### src/rtl/vmul_pkg.sv
package vmul_pkg;
    localparam int NIB_W  = 4;
    localparam int OP_W   = 2 * NIB_W;
    localparam int CORE_W = 2 * NIB_W;
    localparam int PROD_W = 2 * OP_W;
    localparam int NCORES = 4;

    typedef struct packed {
        logic [NIB_W-1:0] hi;
        logic [NIB_W-1:0] lo;
    } nib_pair_t;

    // Core results: hh = aH*bH, hl = aH*bL, lh = aL*bH, ll = aL*bL
    typedef struct packed {
        logic [CORE_W-1:0] hh;
        logic [CORE_W-1:0] hl;
        logic [CORE_W-1:0] lh;
        logic [CORE_W-1:0] ll;
    } core_set_t;

    function automatic nib_pair_t split_op(input logic [OP_W-1:0] v);
        nib_pair_t r;
        r.hi = v[OP_W-1:NIB_W];
        r.lo = v[NIB_W-1:0];
        return r;
    endfunction
endpackage

### src/rtl/vm_crosswise_core.sv
module vm_crosswise_core
    import vmul_pkg::*;
(
    input  logic [NIB_W-1:0]  x,
    input  logic [NIB_W-1:0]  y,
    output logic [CORE_W-1:0] p
);
    localparam int NCOL = 2 * NIB_W - 1;
    localparam int CW   = $clog2(2 * NIB_W) + 2;

    logic [CW-1:0] col;
    logic [CW-1:0] carry;

    always_comb begin
        carry = '0;
        col   = '0;
        p     = '0;
        for (int k = 0; k < NCOL; k++) begin
            col = carry;
            for (int i = 0; i < NIB_W; i++) begin
                for (int j = 0; j < NIB_W; j++) begin
                    if (i + j == k) begin
                        col = col + CW'(x[i] & y[j]);
                    end
                end
            end
            p[k]  = col[0];
            carry = col >> 1;
        end
        p[CORE_W-1] = carry[0];
    end
endmodule

### src/rtl/vm_adder.sv
module vm_adder #(
    parameter int AW = 8,
    parameter int BW = 8,
    parameter int OW = 9
) (
    input  logic [AW-1:0] a,
    input  logic [BW-1:0] b,
    output logic [OW-1:0] s
);
    assign s = OW'(a) + OW'(b);
endmodule

### src/rtl/vm_overlap_merge.sv
module vm_overlap_merge
    import vmul_pkg::*;
(
    input  core_set_t         cores,
    output logic [PROD_W-1:0] prod
);
    localparam int S1_W = CORE_W + 1;
    localparam int S2_W = CORE_W + 2;
    localparam int UP_W = S2_W - NIB_W;

    logic [S1_W-1:0] cross_sum;
    logic [S2_W-1:0] mid_sum;
    logic [CORE_W-1:0] top_sum;

    // Adder 1: two cross products
    vm_adder #(.AW(CORE_W), .BW(CORE_W), .OW(S1_W)) u_add_cross (
        .a(cores.hl), .b(cores.lh), .s(cross_sum)
    );

    // Adder 2: add the upper nibble of the low-by-low product
    vm_adder #(.AW(S1_W), .BW(CORE_W - NIB_W), .OW(S2_W)) u_add_mid (
        .a(cross_sum), .b(cores.ll[CORE_W-1:NIB_W]), .s(mid_sum)
    );

    // Adder 3: upper part of the middle sum onto the high-by-high product
    vm_adder #(.AW(CORE_W), .BW(UP_W), .OW(CORE_W)) u_add_top (
        .a(cores.hh), .b(mid_sum[S2_W-1:NIB_W]), .s(top_sum)
    );

    assign prod = {top_sum, mid_sum[NIB_W-1:0], cores.ll[NIB_W-1:0]};
endmodule

### src/rtl/vedic_mult8.sv
module vedic_mult8
    import vmul_pkg::*;
#(
    parameter bit REG_OUT = 1'b1
) (
    input  logic              clk,
    input  logic              rst,
    input  logic [OP_W-1:0]   op_a,
    input  logic [OP_W-1:0]   op_b,
    output logic [PROD_W-1:0] product
);
    nib_pair_t         a_n, b_n;
    logic [CORE_W-1:0] core_p [NCORES];
    core_set_t         cores;
    logic [PROD_W-1:0] prod_c;

    assign a_n = split_op(op_a);
    assign b_n = split_op(op_b);

    // Slot index bit 1 selects the a nibble, bit 0 selects the b nibble (1 = high)
    generate
        for (genvar g = 0; g < NCORES; g++) begin : g_core
            localparam bit A_HI = g[1];
            localparam bit B_HI = g[0];
            vm_crosswise_core u_core (
                .x(A_HI ? a_n.hi : a_n.lo),
                .y(B_HI ? b_n.hi : b_n.lo),
                .p(core_p[g])
            );
        end
    endgenerate

    assign cores.ll = core_p[0];
    assign cores.lh = core_p[1];
    assign cores.hl = core_p[2];
    assign cores.hh = core_p[3];

    vm_overlap_merge u_merge (
        .cores(cores),
        .prod (prod_c)
    );

    generate
        if (REG_OUT) begin : g_out_reg
            logic [PROD_W-1:0] prod_q;
            always_ff @(posedge clk) begin
                if (rst) prod_q <= '0;
                else     prod_q <= prod_c;
            end
            assign product = prod_q;
        end else begin : g_out_comb
            assign product = prod_c;
        end
    endgenerate
endmodule

### config.mk
export PLATFORM = sky130hd
export DESIGN_NAME = vedic_mult8
export DESIGN_NICKNAME = d
export VERILOG_FILES = /design/src/rtl/vmul_pkg.sv /design/src/rtl/vm_crosswise_core.sv /design/src/rtl/vm_adder.sv /design/src/rtl/vm_overlap_merge.sv /design/src/rtl/vedic_mult8.sv
export SDC_FILE = /design/constraint.sdc
export NUM_CORES = 1
export LEC_CHECK = 0
export ABC_AREA = 1
export BUFFER_PORTS_ARGS = -buffer_cell sky130_fd_sc_hd__buf_2
export CORE_UTILIZATION = 43
export DETAILED_ROUTE_END_ITERATION = 6
export GPL_ROUTABILITY_DRIVEN = 0
export PLACE_DENSITY = 0.61
export SYNTH_ARGS = -nofsm -noshare
export SYNTH_HDL_FRONTEND = slang
export SYNTH_SLANG_ARGS = --single-unit
### constraint.sdc
create_clock -name clk -period 24.4 [get_ports clk]
set_input_delay 4.88 -clock clk [delete_from_list [all_inputs] [get_ports clk]]
set_output_delay 4.88 -clock clk [all_outputs]
set_load 0.05 [all_outputs]
==> reports/qor.txt <==
status = finished clean
Leakage = 1.91 nW
core region area = 0.00596 mm2
worst path required time = 24.54 ns
Post-synth top flop = dfxtp_1
initial DRC count = 62
Setup-failing EPs final = 0
fin cells = 469
Total Power = 0.252 mW
global routing met3 resource utilization = 1.12%
Gate Count Post-Synth = 374
synth top area cells = fa_1, inv_1, ha_1, nand2_1, dfxtp_1
Register Area = 320 um2
Worst setup EP type = flop
RSZ-0062 raised after global routing = false
smallest hold slack = 4.92 ns
Final Core Density = 48.9%
CTS buffer count = 3
Critical Path Fanout Max = 8
period utilisation layout = 47.5%
Via density = 4.47
Initial Util = 44.8%
Area Overhead vs Synth = 9.09%
Startpoint Class = primary input
crit path time final = 11.60 ns
grt peak-use layer = met2
register area share after synthesis = 12.0%
Die Span Y = 80.8 um
pwr dens = 86.7 mW/mm2
most common cell in the netlist = inv_1
Synth top cells by count = inv_1, nand2_1, fa_1
pin count of the biggest net entering global routing = 11
dpl hpwl = 4440 um
flops & latches, synth = 16
Pre-Repair DR Iteration Count = 4
Hold Path Class = in2reg
Critical-path top delay cell = fa_1
CTS Root Buffer Type = clkbuf_8
Clock Pin Slew Worst Setup and Hold Paths = 0.06 ns
Mapped Avg Cell Area = 7.14 um2
Routed WL = 5140 um
CTS resizes = 0
via count = 2097
area of the multi-input gates = 0.00184 mm2
die area = 0.00653 mm2
placed instance area = 0.00286 mm2
gr usage total = 18.7%
cell depth of the worst hold path = 2
measured slew at the worst slew-check pin = 0.256 ns
Syn Nets = 463
max-slew violation count = 0
critical path class = in2reg
leading area contributor after synthesis = fa_1
Cell Area, Synth = 0.00267 mm2
final setup TNS = 0 ns
Setup WS pre-CTS = 12.49 ns
Ys Warns = 0
highest clock rate = 0.0862 GHz
I/O Buffers = 33
share of the synthesized area in the top cell type = 28.5%
Setup Buffers After CTS = 0
ANT cells = 0
setup ws final = 12.80 ns
Hold Fails Final Rpt = 0
CTS tree = yes
# IOs = 34
Max rail drop VDD = 75.2 uV
initial antenna violation count = 0
final net count = 484
Avg WL per Cell = 11.0 um
DRT antenna net count = 0
Async S/R FF share, synth = 0%
vias in the first global route = 2130
met2 Track Usage GR = 32.1%
cell row count = 28
Inst Count DP = 465
layout cells sized above 1 = 11.9%
Die W = 80.8 um
Post-synth EDFFs = 0
critical path's largest stage delay = 0.54 ns
met1 GRT Util = 26.2%
grt ovf = 0
max reg flops = 16
design area = 0.00291 mm2
number of fillers in the final layout = 629
worst-case clock buffer depth = 2
Slew headroom = 83.0%
post-synth cell types = 24
Max-Cap Viols = 0
H-tree Lvls = 1
DRC errors left = 0
hold buffers post-CTS = 0
Arr. time, crit path = 11.74 ns
first-pass GRT wire length = 9490 um
# clock sinks = 16
where the power goes:
part           internal (mW)  leakage (nW)  switching (mW)
Combinational         0.0704          1.75           0.123
Sequential            0.0348         0.133         0.00151
Clock                 0.0143        0.0288         0.00843
Total                  0.119          1.91           0.133
critical path: cells and delay by family:
kind / cells / cell delay (ns)
adders and majority gates: 14 / 5.10
buffers and inverters: 12 / 0.84
xor gates and xnor gates: 1 / 0.19
AOI/OAI and AO/OA: 1 / 0.13
and+or+nand+nor: 7 / 0.57
cells by family (layout without fill, tap and decap cells):
kind of cell    count (synthesis)  after routing  synth area share (%)
simple gates                  136            136                  20.7
buf+inv                       133            153                  19.0
fa+ha+maj                      71             71                  44.0
compound gates                 16             16                  3.47
flops                          16             16                  12.0
xor+xnor                        2              2                 0.937
area by class of cell:
class	count	share of cell area, %
sequential	16	11.0
tap	75	3.22
inverter	116	14.9
multi-input combinational	225	63.3
clock buffer	4	1.89
timing repair buffer	33	5.67
final timing paths:
check / start / slack, ns / to
worst max-delay path: op_b[0] / 12.80 / product[14]
worst min-delay path: rst / 4.92 / product[9]
per-layer routing:
metal / part of all wire (%) / up-vias / routed length, um
met3: 3.3 / 0 / 170
met5: 0 / - / 0
met4: 0 / 0 / 0
li1: - / 1090 / -
met2: 46 / 41 / 2390
met1: 50 / 966 / 2580
cells in the final DEF (no fill, tap or decap):
| master | count |
|---|---|
| a21boi_0 | 1 |
| a21oi_1 | 8 |
| a21oi_2 | 2 |
| and2_4 | 2 |
| buf_2 | 33 |
| clkbuf_8 | 4 |
| clkinv_1 | 1 |
| dfxtp_1 | 16 |
| fa_1 | 38 |
| ha_1 | 33 |
| inv_1 | 113 |
| inv_2 | 2 |
| nand2_1 | 98 |
| nand2_2 | 2 |
| nand3_1 | 9 |
| nand3b_1 | 2 |
| nor2_1 | 21 |
| o21ai_0 | 2 |
| o21ai_1 | 2 |
| o21bai_1 | 1 |
| or2_1 | 1 |
| or2_4 | 1 |
| xor2_1 | 1 |
| xor2_2 | 1 |
Power figures use the tool's default switching activity.
